===== src/rtl/sv39w_pkg.sv =====
package sv39w_pkg;
    parameter int VA_W    = 39;
    parameter int PA_W    = 56;
    parameter int OFS_W   = 12;
    parameter int IDX_W   = 9;
    parameter int PTE_W   = 64;
    parameter int PPN_W   = PA_W - OFS_W;
    parameter int PPN_LSB = 10;
    parameter int LVL_W   = 2;
    parameter int ACC_W   = 2;
    parameter int CODE_W  = 4;
    parameter int ENT_LOG = 3;
    parameter int VPN_W   = VA_W - OFS_W;

    typedef struct packed {
        logic d;
        logic a;
        logic g;
        logic u;
        logic x;
        logic w;
        logic r;
        logic v;
    } pte_flags_t;

    typedef enum logic [2:0] {
        ST_OK       = 3'd0,
        ST_ACCESS   = 3'd1,
        ST_INVALID  = 3'd2,
        ST_MISALIGN = 3'd3,
        ST_PERM     = 3'd4
    } walk_status_e;

    typedef enum logic [1:0] {
        S_IDLE,
        S_REQ,
        S_WAIT
    } walk_state_e;

    function automatic logic [PPN_W-1:0] pte_ppn(input logic [PTE_W-1:0] pte);
        return pte[PPN_LSB +: PPN_W];
    endfunction
endpackage


===== src/rtl/sv39w_addr_gen.sv =====
module sv39w_addr_gen
    import sv39w_pkg::*;
(
    input  logic [PA_W-1:0]  base,
    input  logic [VA_W-1:0]  vaddr,
    input  logic [LVL_W-1:0] level,
    output logic [PA_W-1:0]  ent_addr
);
    localparam int PAD_W = PA_W - IDX_W - ENT_LOG;

    logic [VPN_W-1:0] vpn_sh;
    logic [IDX_W-1:0] idx;

    always_comb begin
        vpn_sh   = vaddr[VA_W-1:OFS_W] >> (int'(level) * IDX_W);
        idx      = vpn_sh[IDX_W-1:0];
        ent_addr = base + {{PAD_W{1'b0}}, idx, {ENT_LOG{1'b0}}};
    end
endmodule


===== src/rtl/sv39w_pte_class.sv =====
module sv39w_pte_class
    import sv39w_pkg::*;
(
    input  pte_flags_t flags,
    output logic       is_invalid,
    output logic       is_pointer,
    output logic       is_global
);
    always_comb begin
        is_invalid = !flags.v || (flags.w && !flags.r);
        is_pointer = flags.v && !flags.r && !flags.w && !flags.x;
        is_global  = flags.g;
    end
endmodule


===== src/rtl/sv39w_leaf.sv =====
module sv39w_leaf
    import sv39w_pkg::*;
(
    input  logic [PPN_W-1:0] ppn,
    input  logic [VA_W-1:0]  vaddr,
    input  logic [LVL_W-1:0] level,
    output logic             misaligned,
    output logic [PA_W-1:0]  paddr
);
    logic [PPN_W-1:0] low_mask;
    logic [PPN_W-1:0] vpn_ext;
    logic [PPN_W-1:0] merged;

    always_comb begin
        low_mask   = ~({PPN_W{1'b1}} << (int'(level) * IDX_W));
        vpn_ext    = {{(PPN_W-VPN_W){1'b0}}, vaddr[VA_W-1:OFS_W]};
        misaligned = |(ppn & low_mask);
        merged     = ppn | (vpn_ext & low_mask);
        paddr      = {merged, vaddr[OFS_W-1:0]};
    end
endmodule


===== src/rtl/sv39_walker.sv =====
module sv39_walker
    import sv39w_pkg::*;
(
    input  logic              clk,
    input  logic              rst,
    input  logic              start,
    input  logic [VA_W-1:0]   req_vaddr,
    input  logic [PA_W-1:0]   req_root,
    input  logic [LVL_W-1:0]  req_level,
    input  logic [ACC_W-1:0]  req_acc,
    output logic              busy,
    output logic              mem_req,
    output logic [PA_W-1:0]   mem_addr,
    input  logic              mem_rsp_valid,
    input  logic              mem_rsp_err,
    input  logic [PTE_W-1:0]  mem_rsp_data,
    output logic [7:0]        chk_pte,
    output logic [ACC_W-1:0]  chk_acc,
    input  logic              chk_fail,
    input  logic [CODE_W-1:0] chk_code,
    output logic              res_valid,
    output logic [2:0]        res_status,
    output logic [PA_W-1:0]   res_paddr,
    output logic [PTE_W-1:0]  res_pte,
    output logic [PA_W-1:0]   res_pte_addr,
    output logic [LVL_W-1:0]  res_level,
    output logic              res_global,
    output logic [CODE_W-1:0] res_code
);
    walk_state_e       state_q;
    logic [VA_W-1:0]   vaddr_q;
    logic [PA_W-1:0]   base_q;
    logic [LVL_W-1:0]  lvl_q;
    logic [ACC_W-1:0]  acc_q;
    logic              glob_q;

    logic              ent_invalid, ent_pointer, ent_global;
    logic              leaf_misaligned;
    logic [PA_W-1:0]   leaf_paddr;
    logic              rsp_here, descend, finish;
    walk_status_e      fin_status;
    logic              glob_next;

    sv39w_addr_gen u_addr (
        .base     (base_q),
        .vaddr    (vaddr_q),
        .level    (lvl_q),
        .ent_addr (mem_addr)
    );

    sv39w_pte_class u_class (
        .flags      (pte_flags_t'(mem_rsp_data[7:0])),
        .is_invalid (ent_invalid),
        .is_pointer (ent_pointer),
        .is_global  (ent_global)
    );

    sv39w_leaf u_leaf (
        .ppn        (pte_ppn(mem_rsp_data)),
        .vaddr      (vaddr_q),
        .level      (lvl_q),
        .misaligned (leaf_misaligned),
        .paddr      (leaf_paddr)
    );

    assign busy    = (state_q != S_IDLE);
    assign mem_req = (state_q == S_REQ);
    assign chk_pte = mem_rsp_data[7:0];
    assign chk_acc = acc_q;

    always_comb begin
        rsp_here   = (state_q == S_WAIT) && mem_rsp_valid;
        glob_next  = glob_q | ent_global;
        descend    = 1'b0;
        finish     = 1'b0;
        fin_status = ST_OK;
        if (rsp_here) begin
            finish = 1'b1;
            if (mem_rsp_err) begin
                fin_status = ST_ACCESS;
            end else if (ent_invalid) begin
                fin_status = ST_INVALID;
            end else if (ent_pointer) begin
                if (lvl_q == '0) begin
                    fin_status = ST_INVALID;
                end else begin
                    descend = 1'b1;
                    finish  = 1'b0;
                end
            end else if (chk_fail) begin
                fin_status = ST_PERM;
            end else if (leaf_misaligned) begin
                fin_status = ST_MISALIGN;
            end
        end
    end

    always_ff @(posedge clk) begin
        if (rst) begin
            state_q      <= S_IDLE;
            vaddr_q      <= '0;
            base_q       <= '0;
            lvl_q        <= '0;
            acc_q        <= '0;
            glob_q       <= 1'b0;
            res_valid    <= 1'b0;
            res_status   <= '0;
            res_paddr    <= '0;
            res_pte      <= '0;
            res_pte_addr <= '0;
            res_level    <= '0;
            res_global   <= 1'b0;
            res_code     <= '0;
        end else begin
            res_valid <= 1'b0;
            case (state_q)
                S_IDLE: begin
                    if (start) begin
                        vaddr_q <= req_vaddr;
                        base_q  <= req_root;
                        lvl_q   <= req_level;
                        acc_q   <= req_acc;
                        glob_q  <= 1'b0;
                        state_q <= S_REQ;
                    end
                end
                S_REQ: state_q <= S_WAIT;
                S_WAIT: begin
                    if (descend) begin
                        base_q  <= {pte_ppn(mem_rsp_data), {OFS_W{1'b0}}};
                        lvl_q   <= lvl_q - 1'b1;
                        glob_q  <= glob_next;
                        state_q <= S_REQ;
                    end else if (finish) begin
                        state_q      <= S_IDLE;
                        res_valid    <= 1'b1;
                        res_status   <= fin_status;
                        res_paddr    <= leaf_paddr;
                        res_pte      <= mem_rsp_data;
                        res_pte_addr <= mem_addr;
                        res_level    <= lvl_q;
                        res_global   <= glob_next;
                        res_code     <= (fin_status == ST_PERM) ? chk_code : '0;
                    end
                end
                default: state_q <= S_IDLE;
            endcase
        end
    end

    AST_RESULT_NOT_BUSY: assert property (@(posedge clk) disable iff (rst)
        res_valid |-> !busy);
    AST_BUSY_FROM_START: assert property (@(posedge clk) disable iff (rst)
        $rose(busy) |-> $past(start));
    AST_ADDR_HOLD: assert property (@(posedge clk) disable iff (rst)
        (state_q == S_WAIT && !mem_rsp_valid) |=> $stable(mem_addr));
    AST_DESCENT_STEP: assert property (@(posedge clk) disable iff (rst)
        descend |=> (lvl_q == $past(lvl_q) - 2'd1) && mem_req);
    AST_MISALIGN_UPPER: assert property (@(posedge clk) disable iff (rst)
        (res_valid && res_status == ST_MISALIGN) |-> res_level != '0);
    AST_OFFSET_KEPT: assert property (@(posedge clk) disable iff (rst)
        (res_valid && res_status == ST_OK) |-> res_paddr[OFS_W-1:0] == vaddr_q[OFS_W-1:0]);
endmodule


===== config.mk =====
export PLATFORM = sky130hd
export DESIGN_NAME = sv39_walker
export DESIGN_NICKNAME = d
export VERILOG_FILES = /design/src/rtl/sv39w_pkg.sv /design/src/rtl/sv39w_addr_gen.sv /design/src/rtl/sv39w_pte_class.sv /design/src/rtl/sv39w_leaf.sv /design/src/rtl/sv39_walker.sv
export SDC_FILE = /design/constraint.sdc
export NUM_CORES = 1
export LEC_CHECK = 0
export BUFFER_PORTS_ARGS = -buffer_cell sky130_fd_sc_hd__buf_2
export CAP_MARGIN = 20
export CORE_MARGIN = 3
export CORE_UTILIZATION = 35
export DETAILED_ROUTE_END_ITERATION = 6
export GPL_ROUTABILITY_DRIVEN = 1
export HOLD_SLACK_MARGIN = 0.02
export MAX_ROUTING_LAYER = met4
export SYNTH_ARGS = -nofsm -noshare
export SYNTH_HDL_FRONTEND = slang
export SYNTH_SLANG_ARGS = --single-unit

===== constraint.sdc =====
create_clock -name clk -period 7.75 [get_ports clk]
set_input_delay 0.3875 -clock clk [delete_from_list [all_inputs] [get_ports clk]]
set_output_delay 0.3875 -clock clk [all_outputs]
set_load 0.02 [all_outputs]

== Yosys cells after proc, flatten, opt, wreduce, memory -nomap -nowiden ==
Cells that the tools add are included.
Storage, ports and cells
  register bits after elaboration: 289
  bits of input ports: 173
  output and inout bits: 255
Cells by class
  add/sub/neg operators: 2
  multiply operators: 1
  equal/unequal tests: 6
  shift-type cells: 2
  mux-type cells: 32
  bitwise gates (word level): 7
  reductions and logical operators: 20
Operators with widths (count)
  2-to-1 mux 56 bit: 2
  one-hot mux 56 bit (2 select lines): 1
  adder 56 x 12 -> 56 bit: 1
  AND 27 x 44 -> 44 bit: 1
  AND 44 bit: 1
  NOT 44 bit: 1
  OR 44 bit: 1
  OR reduction 44 bit: 1
  << shifter 44 x 32 -> 44 bit, first input constant: 1
  >> shifter 27 x 32 -> 9 bit: 1
  2-to-1 mux 3 bit: 5
  2-to-1 mux 2 bit: 7
  2-to-1 mux 1 bit: 13
  multiplier 2 x 4 -> 6 bit, second input constant: 1
  one-hot mux 2 bit (3 select lines): 1
  AND reduction 3 bit: 2
  logical AND 1 bit: 5
  logical NOT 1 bit: 4
  logical NOT 2 bit: 2
  2-to-1 mux 4 bit: 1
  != test 2 bit, second input constant: 2
  one-hot mux 2 bit (2 select lines): 1
  AND reduction 2 bit: 2
  nonzero test 2 bit: 2
  other kinds (10): 11

== Longest topological paths before layout ==
Gate-level depths: netlist (run 1).
  depth in word-level cells: 13
  gate-level depth with buffers: 13
  mapped depth without buffers: 12

== Hierarchy ==
Synthesis (run 1) repeated with hierarchy kept, for this count alone.
Unflattened totals
  cell total of the unflattened synthesis: 1628
  area total of the unflattened synthesis: 13733.2 µm²
By module, submodules not included
  sv39_walker: times used 1, cells an instance 1335, area each 11705.0 µm², sequential area each 5785.5 µm²
  sv39w_addr_gen: times used 1, cells an instance 216, area each 1451.4 µm², sequential area each 0.0 µm²
  sv39w_leaf: times used 1, cells an instance 73, area each 545.5 µm², sequential area each 0.0 µm²
  sv39w_pte_class: times used 1, cells an instance 4, area each 31.3 µm², sequential area each 0.0 µm²

== Worst setup path after synthesis (run 1) ==
OpenSTA, ideal clock, no wires.
  path kind: reg-to-output
  from: reg lvl_q[1]
  to: out mem_addr[38]
  arrival time: 3.078 ns
  data required time: 7.363 ns
  setup slack: 4.285 ns
  cell stages (with the launch flop): 12
  buffers on the path: 3
  path through: dfxtp_1 > clkbuf_1 > clkbuf_1 > mux2i_1 > o21ai_0 > ha_1 > a21oi_1 > o21ai_1 > nand2_1 > clkbuf_1 > a211oi_1 > xor2_1
Between the ends
  longest elaborated chain between the ends: 3
RTL lines
  start: declaration: line sv39_walker.sv:33  | logic [LVL_W-1:0] lvl_q;
  start signal: assignment: line sv39_walker.sv:121  | lvl_q <= req_level;
  start signal: assignment: line sv39_walker.sv:131  | lvl_q <= lvl_q - 1'b1;
  multiplier 2 x 4 -> 6 bit: line sv39w_addr_gen.sv:15  | vpn_sh = vaddr[VA_W-1:OFS_W] >> (int'(level) * IDX_W);
  >> shifter 27 x 32 -> 9 bit: line sv39w_addr_gen.sv:15
  adder 56 x 12 -> 56 bit: line sv39w_addr_gen.sv:17  | ent_addr = base + {{PAD_W{1'b0}}, idx, {ENT_LOG{1'b0}}};
  end: declaration: line sv39_walker.sv:13  | output logic [PA_W-1:0] mem_addr,
Every way passes these cells.

== Final worst setup path (run 1) ==
  from: reg lvl_q[1]
  to: out mem_addr[13]
The elaborated chain is that of the path after synthesis.

==> metrics.txt, run 1 <==
Ports=428; Worst-Margin Slew=between 0.9 and 1 ns; maximum vdd drop=roughly 0.00021 V; total grt overflow=0; final core utilization=0.460; WHS Path Cells=3; fin nets=just over 2,000; crit path max fanout=20; clock transition at the registers of the reported paths=around 0.06 ns; count leader, synth=nand2_1; post-synthesis async set-or-reset flop share=0; switch share=0.280; Tmin final=approximately 5.1 ns; Buf+Inv Stages, Crit Path=2; Cell Chain, Critical Path=nor2_1, nand2_1, o21ai_0, ha_1, fa_1, a21o_1, a221oi_2, o21ai_0, nand2_1, xor2_1, inv_1, buf_2; cell type of the slowest stage on the worst timing path=dfxtp_1; vias after detailed routing=12,000; CP Launch Type=flip-flop; post-CTS resize count=0; average cell area after synthesis=about 8 um^2; DR DRC count=0; Crit. Startpoint=lvl_q[1]$_SDFFE_PP0P_; Finished Layout Cells=2,337; reg2reg setup slack=3.64 ns; Routed Wire Length=approximately 46,000 um; 1st-pass router iterations=5; IO Port Bufs=around 430; via-per-instance ratio=5.14; core box area=~33,000 um^2; worst-skew pair later-pin latency=roughly 0.56 ns; share of the yosys chip area belonging to registers=0.458; synthesized net count=about 1,700; Max Cap Viol=0; CTS root buf=clkbuf_16; Area Growth Syn to Fin=27.9%; top cell type by total area after synthesis=dfxtp_1; Register Area=around 5400 um^2; f_max=slightly below 0.2 GHz; CTS Buf Count=31; Reg-to-Reg Start=lvl_q[1]$_SDFFE_PP0P_; run status=finished, final reports clean; Largest stage delay, worst path=0.87 ns; clock group share of total power=0.431; FP Rows=66; share of the synthesized area in the top cell type=0.458; leakage=around 6.7 nW; leading post-synthesis cells by cell area=dfxtp_1 46%, nand2_1 12%, a21oi_1 7.3%; Total Routing Usage GR=0.249; kind of critical path=flip-flop to primary output; fin. max-slew vios=0; Top delay family on crit path=compound AO/OA/AOI/OAI gates; DR iter-0 viols=about 680; Multi-input gate area=5730 um^2; pre-CTS setup slack=roughly 3.3 ns; wire per inst=around 20 um; Crit path arrival time=around 4.7 ns; CP endpoint kind=primary output; CTS Hold Bufs=0; sequential fraction of design power=0.428; Switch Pwr=about 0.0010 W; die area=about 36,000 um^2; Post-Place Cell Area=about 14,000 um^2; die height=~190 um; Post-Route Setup TNS=0 ns; Final Hold Vio Count=0; Final ANT Viol Nets=0; H-tree levels=1; placed cells=between 2,000 and 2,500; vias in the first global route=between 10,000 and 15,000; final worst slack=between 2 and 3 ns; share of cells above drive strength 1=0.271; clk_skew=between 0.015 and 0.02 ns; Combinational Power Share=0.141; post-route clock period utilization=0.652; Post-synth EDFFs=0; Post-CTS Setup Repair Bufs=0; Worst Reg2Reg Path Length in Cells=11; fillers=roughly 3,400; Hold Crit Class=primary input to flip-flop; Critical Path Stages=12; Die Wd=190 um; initial cell density of the core=0.360; pwr/cell area=around 240 nW/um^2; Synth Flop Type=dfxtp_1; Mapped Cells=approximately 1,500; final setup fails=0; Ys Warns=0; reg2reg end=res_pte_addr[13]$_SDFFE_PP0P_; CTS tree=yes; Slew headroom=0.341; Finished Cell Area=about 15,000 um^2; initial antenna violation count=7; Yosys cell types=between 50 and 60; flop and latch count out of synthesis=~270; gpl congestion=approximately 0.9; Post-Syn Area=between 10,000 and 15,000 um^2; first-pass GRT wire length=around 69,000 um; Power Internal=about 0.0026 W; DP HPWL=approximately 34,000 um; most instantiated cells after synthesis=388 x nand2_1, 272 x dfxtp_1, 173 x a21oi_1, 171 x nor2_1, 79 x clkbuf_1; largest net degree at the start of global routing=around 120; clk buf depth=3; RSZ-0062 raised after global routing=no; Worst Path Required=7.36 ns; worst setup path endpoint=mem_addr[13]; CTS Sinks=around 270
worst reg2reg max path: cells and delay by family, from the launching register on:
family | cells | cell delay, ns
compound gates | 5 | 1.46
xor+xnor | 1 | 0.30
fa+ha+maj | 2 | 0.68
flops | 1 | 0.87
simple gates | 3 | 0.65
per-layer routing:
metal | vias to the layer above | wire length, um | GRT usage | share of wire
met5 | - | 0 | - | 0
met4 | 0 | 1370 | 0.0756 | 0.030
met3 | 67 | 3640 | 0.0542 | 0.079
met2 | 484 | 22000 | 0.406 | 0.48
met1 | 5617 | 19100 | 0.312 | 0.41
li1 | 5838 | - | - | -
worst min-delay path by stage:
stage	slack, ns	from	endpoint
after global routing	0.03	req_vaddr[23]	vaddr_q[23]$_SDFFE_PP0P_
after CTS	0.04	req_vaddr[23]	vaddr_q[23]$_SDFFE_PP0P_
final	0.06	req_vaddr[37]	vaddr_q[37]$_SDFFE_PP0P_
after floorplan	0.43	vaddr_q[0]$_SDFFE_PP0P_	res_paddr[0]$_SDFFE_PP0P_
after global placement	0.44	vaddr_q[1]$_SDFFE_PP0P_	res_paddr[1]$_SDFFE_PP0P_
after detailed placement	0.44	res_pte[23]$_SDFFE_PP0P_	res_pte[23]$_SDFFE_PP0P_
power by group through the flow:
stage          registers [W]  logic [W]  clock network [W]
6_report             0.00153   0.000505            0.00154
5_1_grt              0.00154   0.000552            0.00163
4_1_cts              0.00153   0.000508            0.00158
3_5_place_dp         0.00156   0.000507                  0
3_3_place_gp         0.00156   0.000503                  0
2_1_floorplan        0.00156   0.000287                  0
placed cells by master, fill, tap and decap left out, types with 16 or more instances in the layout:
cell type	instances
clkbuf_16	31
xor2_1	28
buf_2	426
nand2_1	388
inv_1	26
a211oi_1	49
nor3_1	32
nor2_1	170
xnor2_1	22
a21oi_1	173
o21a_1	31
dfxtp_1	272
a311oi_1	46
nand3_1	30
nand4_1	16
flip-flops by register name, summed over array words and instances (netlist names), 2 cells and up:
signal / count
res_pte: 48
res_level: 2
vaddr_q: 39
res_paddr: 55
lvl_q: 2
res_pte_addr: 56
res_code: 4
chk_acc: 2
state_q: 2
res_status: 3
base_q: 56
stage by stage:
stage / hold WS [ns] / power (W)
2_1_floorplan: 0.432 / 0.00185
3_3_place_gp: 0.436 / 0.00206
3_5_place_dp: 0.443 / 0.00207
4_1_cts: 0.0364 / 0.00362
5_1_grt: 0.0349 / 0.00373
6_report: 0.0590 / 0.00358
final cells by class:
class / instances / area share
clock inverter: 11 / 0.0111
timing repair buffer: 442 / 0.150
inverter: 27 / 0.00667
sequential: 272 / 0.358
antenna: 6 / 0.000988
tap: 442 / 0.0364
multi-input combinational: 1091 / 0.377
clock buffer: 46 / 0.0600
cells by family (layout without fill, tap and decap cells):
| family | after synthesis | after routing | share of synthesized area |
|---|---|---|---|
| AND/OR/NAND/NOR | 677 | 677 | 0.237 |
| AO/OA/AOI/OAI | 342 | 342 | 0.183 |
| flip-flops | 272 | 272 | 0.458 |
| buffers and inverters | 162 | 526 | 0.0624 |
| XOR/XNOR | 50 | 50 | 0.0369 |
| adder cells (fa/ha/maj) | 13 | 13 | 0.0143 |
| multiplexers | 9 | 9 | 0.00758 |
| other | 0 | 6 | 0 |
(Power assumes the default switching activity.)
==> run 2: changes to the inputs <==
==> constraint.sdc (replaced) <==
create_clock -name clk -period 4.1 [get_ports clk]
set_input_delay 0.205 -clock clk [delete_from_list [all_inputs] [get_ports clk]]
set_output_delay 0.205 -clock clk [all_outputs]
set_load 0.02 [all_outputs]
==> run 2 against run 1 <==
  * Register-to-register slack got worse by 2.8 ns
  * Hold slack got worse by 0.022 ns
  * Clock skew decreased by 0.0023 ns
  * Sequential power increased by 89%
  * Sequential share of layout area decreased by 4.2 points
  * First-iteration DRC count increased by 8.8%
  * Cell count increased by 8.4%
  * Clock power increased by 88%
  * Count of clock-buffer cells in the layout decreased by 5
  * Non-clock buffer count increased by 201
  * Setup slack got worse by 2.5 ns
  * Critical endpoint is now mem_addr[55]
  * Largest power group is now registers
==> metrics.txt, run 2 (synthesis results as in run 1) <==
reg2reg setup slack=around 0.86 ns; Hold EP=lvl_q[0]$_SDFFE_PP0P_; DP HPWL=35,400 um; Crit path arrival time=3.75 ns; CTS tree=yes; CTS root buf=clkbuf_16; Ports=~430; wire per inst=approximately 20 um; WHS Path Cells=3; Max Cap Viol=0; leakage=7.59 nW; first-pass GRT wire length=roughly 74,000 um; Post-CTS Setup Repair Bufs=0; CP endpoint kind=primary output; largest net degree at the start of global routing=150; Die Wd=around 190 um; Finished Cell Area=17,200 um^2; Largest stage delay, worst path=about 0.44 ns; initial cell density of the core=0.360; Slew headroom=0.297; fin nets=2,252; CP Launch Type=flip-flop; reg2reg end=base_q[33]$_SDFFE_PP0P_; biggest registers after layout=base_q x56, res_pte_addr x56, res_paddr x55; f_max=approximately 0.25 GHz; gpl congestion=0.885; post-route clock period utilization=0.965; core box area=between 30,000 and 40,000 um^2; Hold Crit Start=req_level[0]; most frequent cells in the layout=426 x buf_2, 387 x nand2_1, 272 x dfxtp_1; FP Rows=66; maximum vdd drop=0.000336 V; commonest non-fill, non-tap cell in the layout=buf_2; Hold Crit Class=primary input to flip-flop; Worst-Margin Slew=1.05 ns; Total Routing Usage GR=0.267; H-tree levels=1; IO Port Bufs=427; die height=190 um; Tmin final=3.96 ns; pwr/cell area=roughly 400 nW/um^2; CTS Sinks=~270; via-per-instance ratio=5.10; Reg-to-Reg Start=lvl_q[1]$_SDFFE_PP0P_; 1st-pass router iterations=5; DR DRC count=0; run status=finished, final reports clean; share of cells above drive strength 1=0.252; clock transition at the registers of the reported paths=about 0.070 ns; Final Hold Vio Count=0; initial antenna violation count=2; clk_skew=0.0141 ns; CTS Buf Count=31; DR iter-0 viols=between 700 and 800; fillers=about 3,200; Final ANT Viol Nets=0; fin. max-slew vios=0; Routed Wire Length=49,600 um; RSZ-0062 raised after global routing=yes; vias in the first global route=12,800; Area Growth Syn to Fin=45.0%; cell type of the slowest stage on the worst timing path=or3_1; Cell Chain, Critical Path=buf_4, mux2i_1, o21ai_0, ha_1, nand3_1, or3_1, o22ai_2, nand4_1, xnor2_1, buf_2; crit path max fanout=16; vias after detailed routing=12,900; die area=approximately 36,000 um^2; worst-skew pair later-pin latency=0.56 ns; Worst Reg2Reg Path Length in Cells=9; Post-Route Setup TNS=0 ns; total grt overflow=0; kind of critical path=flip-flop to primary output; final core utilization=0.522; Worst Path Required=3.89 ns; Post-Place Cell Area=approximately 14,000 um^2; final setup fails=0; Tot Pwr=between 0.006 and 0.007 W; clk buf depth=3
[run 2: changes by cell type in the layout (fill, tap and decap cells not counted), sizes merged]
cell,change
clkinvlp,+1
inv,-2
buf,+9
dlygate4sd3,+192
diode,-4
clkbuf,-5
clkinv,+6
[run 2: worst max path at each step]
| stage | start | end | slack, ns | cells past startpoint |
|---|---|---|---|---|
| after global routing | lvl_q[0]$_SDFFE_PP0P_ | mem_addr[13] | -0.07 | 12 |
| final | lvl_q[1]$_SDFFE_PP0P_ | mem_addr[55] | 0.14 | 10 |
| after floorplan | lvl_q[1]$_SDFFE_PP0P_ | res_pte_addr[37]$_SDFFE_PP0P_ | 0.77 | 12 |
| after detailed placement | lvl_q[1]$_SDFFE_PP0P_ | mem_addr[13] | 0.46 | 12 |
| after CTS | lvl_q[1]$_SDFFE_PP0P_ | mem_addr[52] | 0.06 | 10 |
| after global placement | lvl_q[1]$_SDFFE_PP0P_ | mem_addr[13] | 0.54 | 12 |
[run 2: cell type report]
type / instances / area, um^2 / share of cell area
sequential: 272 / 5450 / 0.316
tap: 442 / 553 / 0.0321
clock buffer: 41 / 873 / 0.0507
timing repair buffer: 643 / 4310 / 0.250
multi-input combinational: 1091 / 5750 / 0.334
clock inverter: 16 / 193 / 0.0112
antenna: 2 / 5.00 / 0.000290
inverter: 27 / 101 / 0.00588
[run 2: per-stage QoR]
stage,setup slack (ns),hold slack [ns],cells
4_1_cts,0.0604,0.0356,2532
2_1_floorplan,0.774,0.341,1525
5_1_grt,-0.0717,0.0556,2533
3_3_place_gp,0.542,0.436,2283
3_5_place_dp,0.457,0.444,2283
6_report,0.144,0.0368,2534
[run 2: power breakdown]
part           internal, W  switching, W  leakage, nW
logic             0.000458      0.000691         4.84
clock network      0.00174       0.00115        0.526
registers          0.00277      0.000123         2.22
[run 2: layer usage]
metal | wire, um | vias up | GRT usage
li1 | - | 6242 | -
met3 | 3610 | 102 | 0.0472
met5 | 0 | - | -
met2 | 24000 | 557 | 0.459
met4 | 1890 | 0 | 0.0920
met1 | 20100 | 6010 | 0.316
[run 2: critical path: cells and delay by family (launching register included)]
| kind | cells | cell delay [ns] |
|---|---|---|
| and+or+nand+nor | 3 | 0.91 |
| buffers and inverters | 2 | 0.51 |
| AOI/OAI and AO/OA | 2 | 0.44 |
| DFF | 1 | 0.42 |
| adders and majority gates | 1 | 0.40 |
| xor gates and xnor gates | 1 | 0.30 |
| muxes | 1 | 0.20 |
[run 2: what timing repair did]
item / in CTS / in global routing
gates resized for setup: 3 / 2
endpoints found under the hold margin: 178 / 0
setup endpoints to repair: 2 / 16
hold buffers: 192 / 0
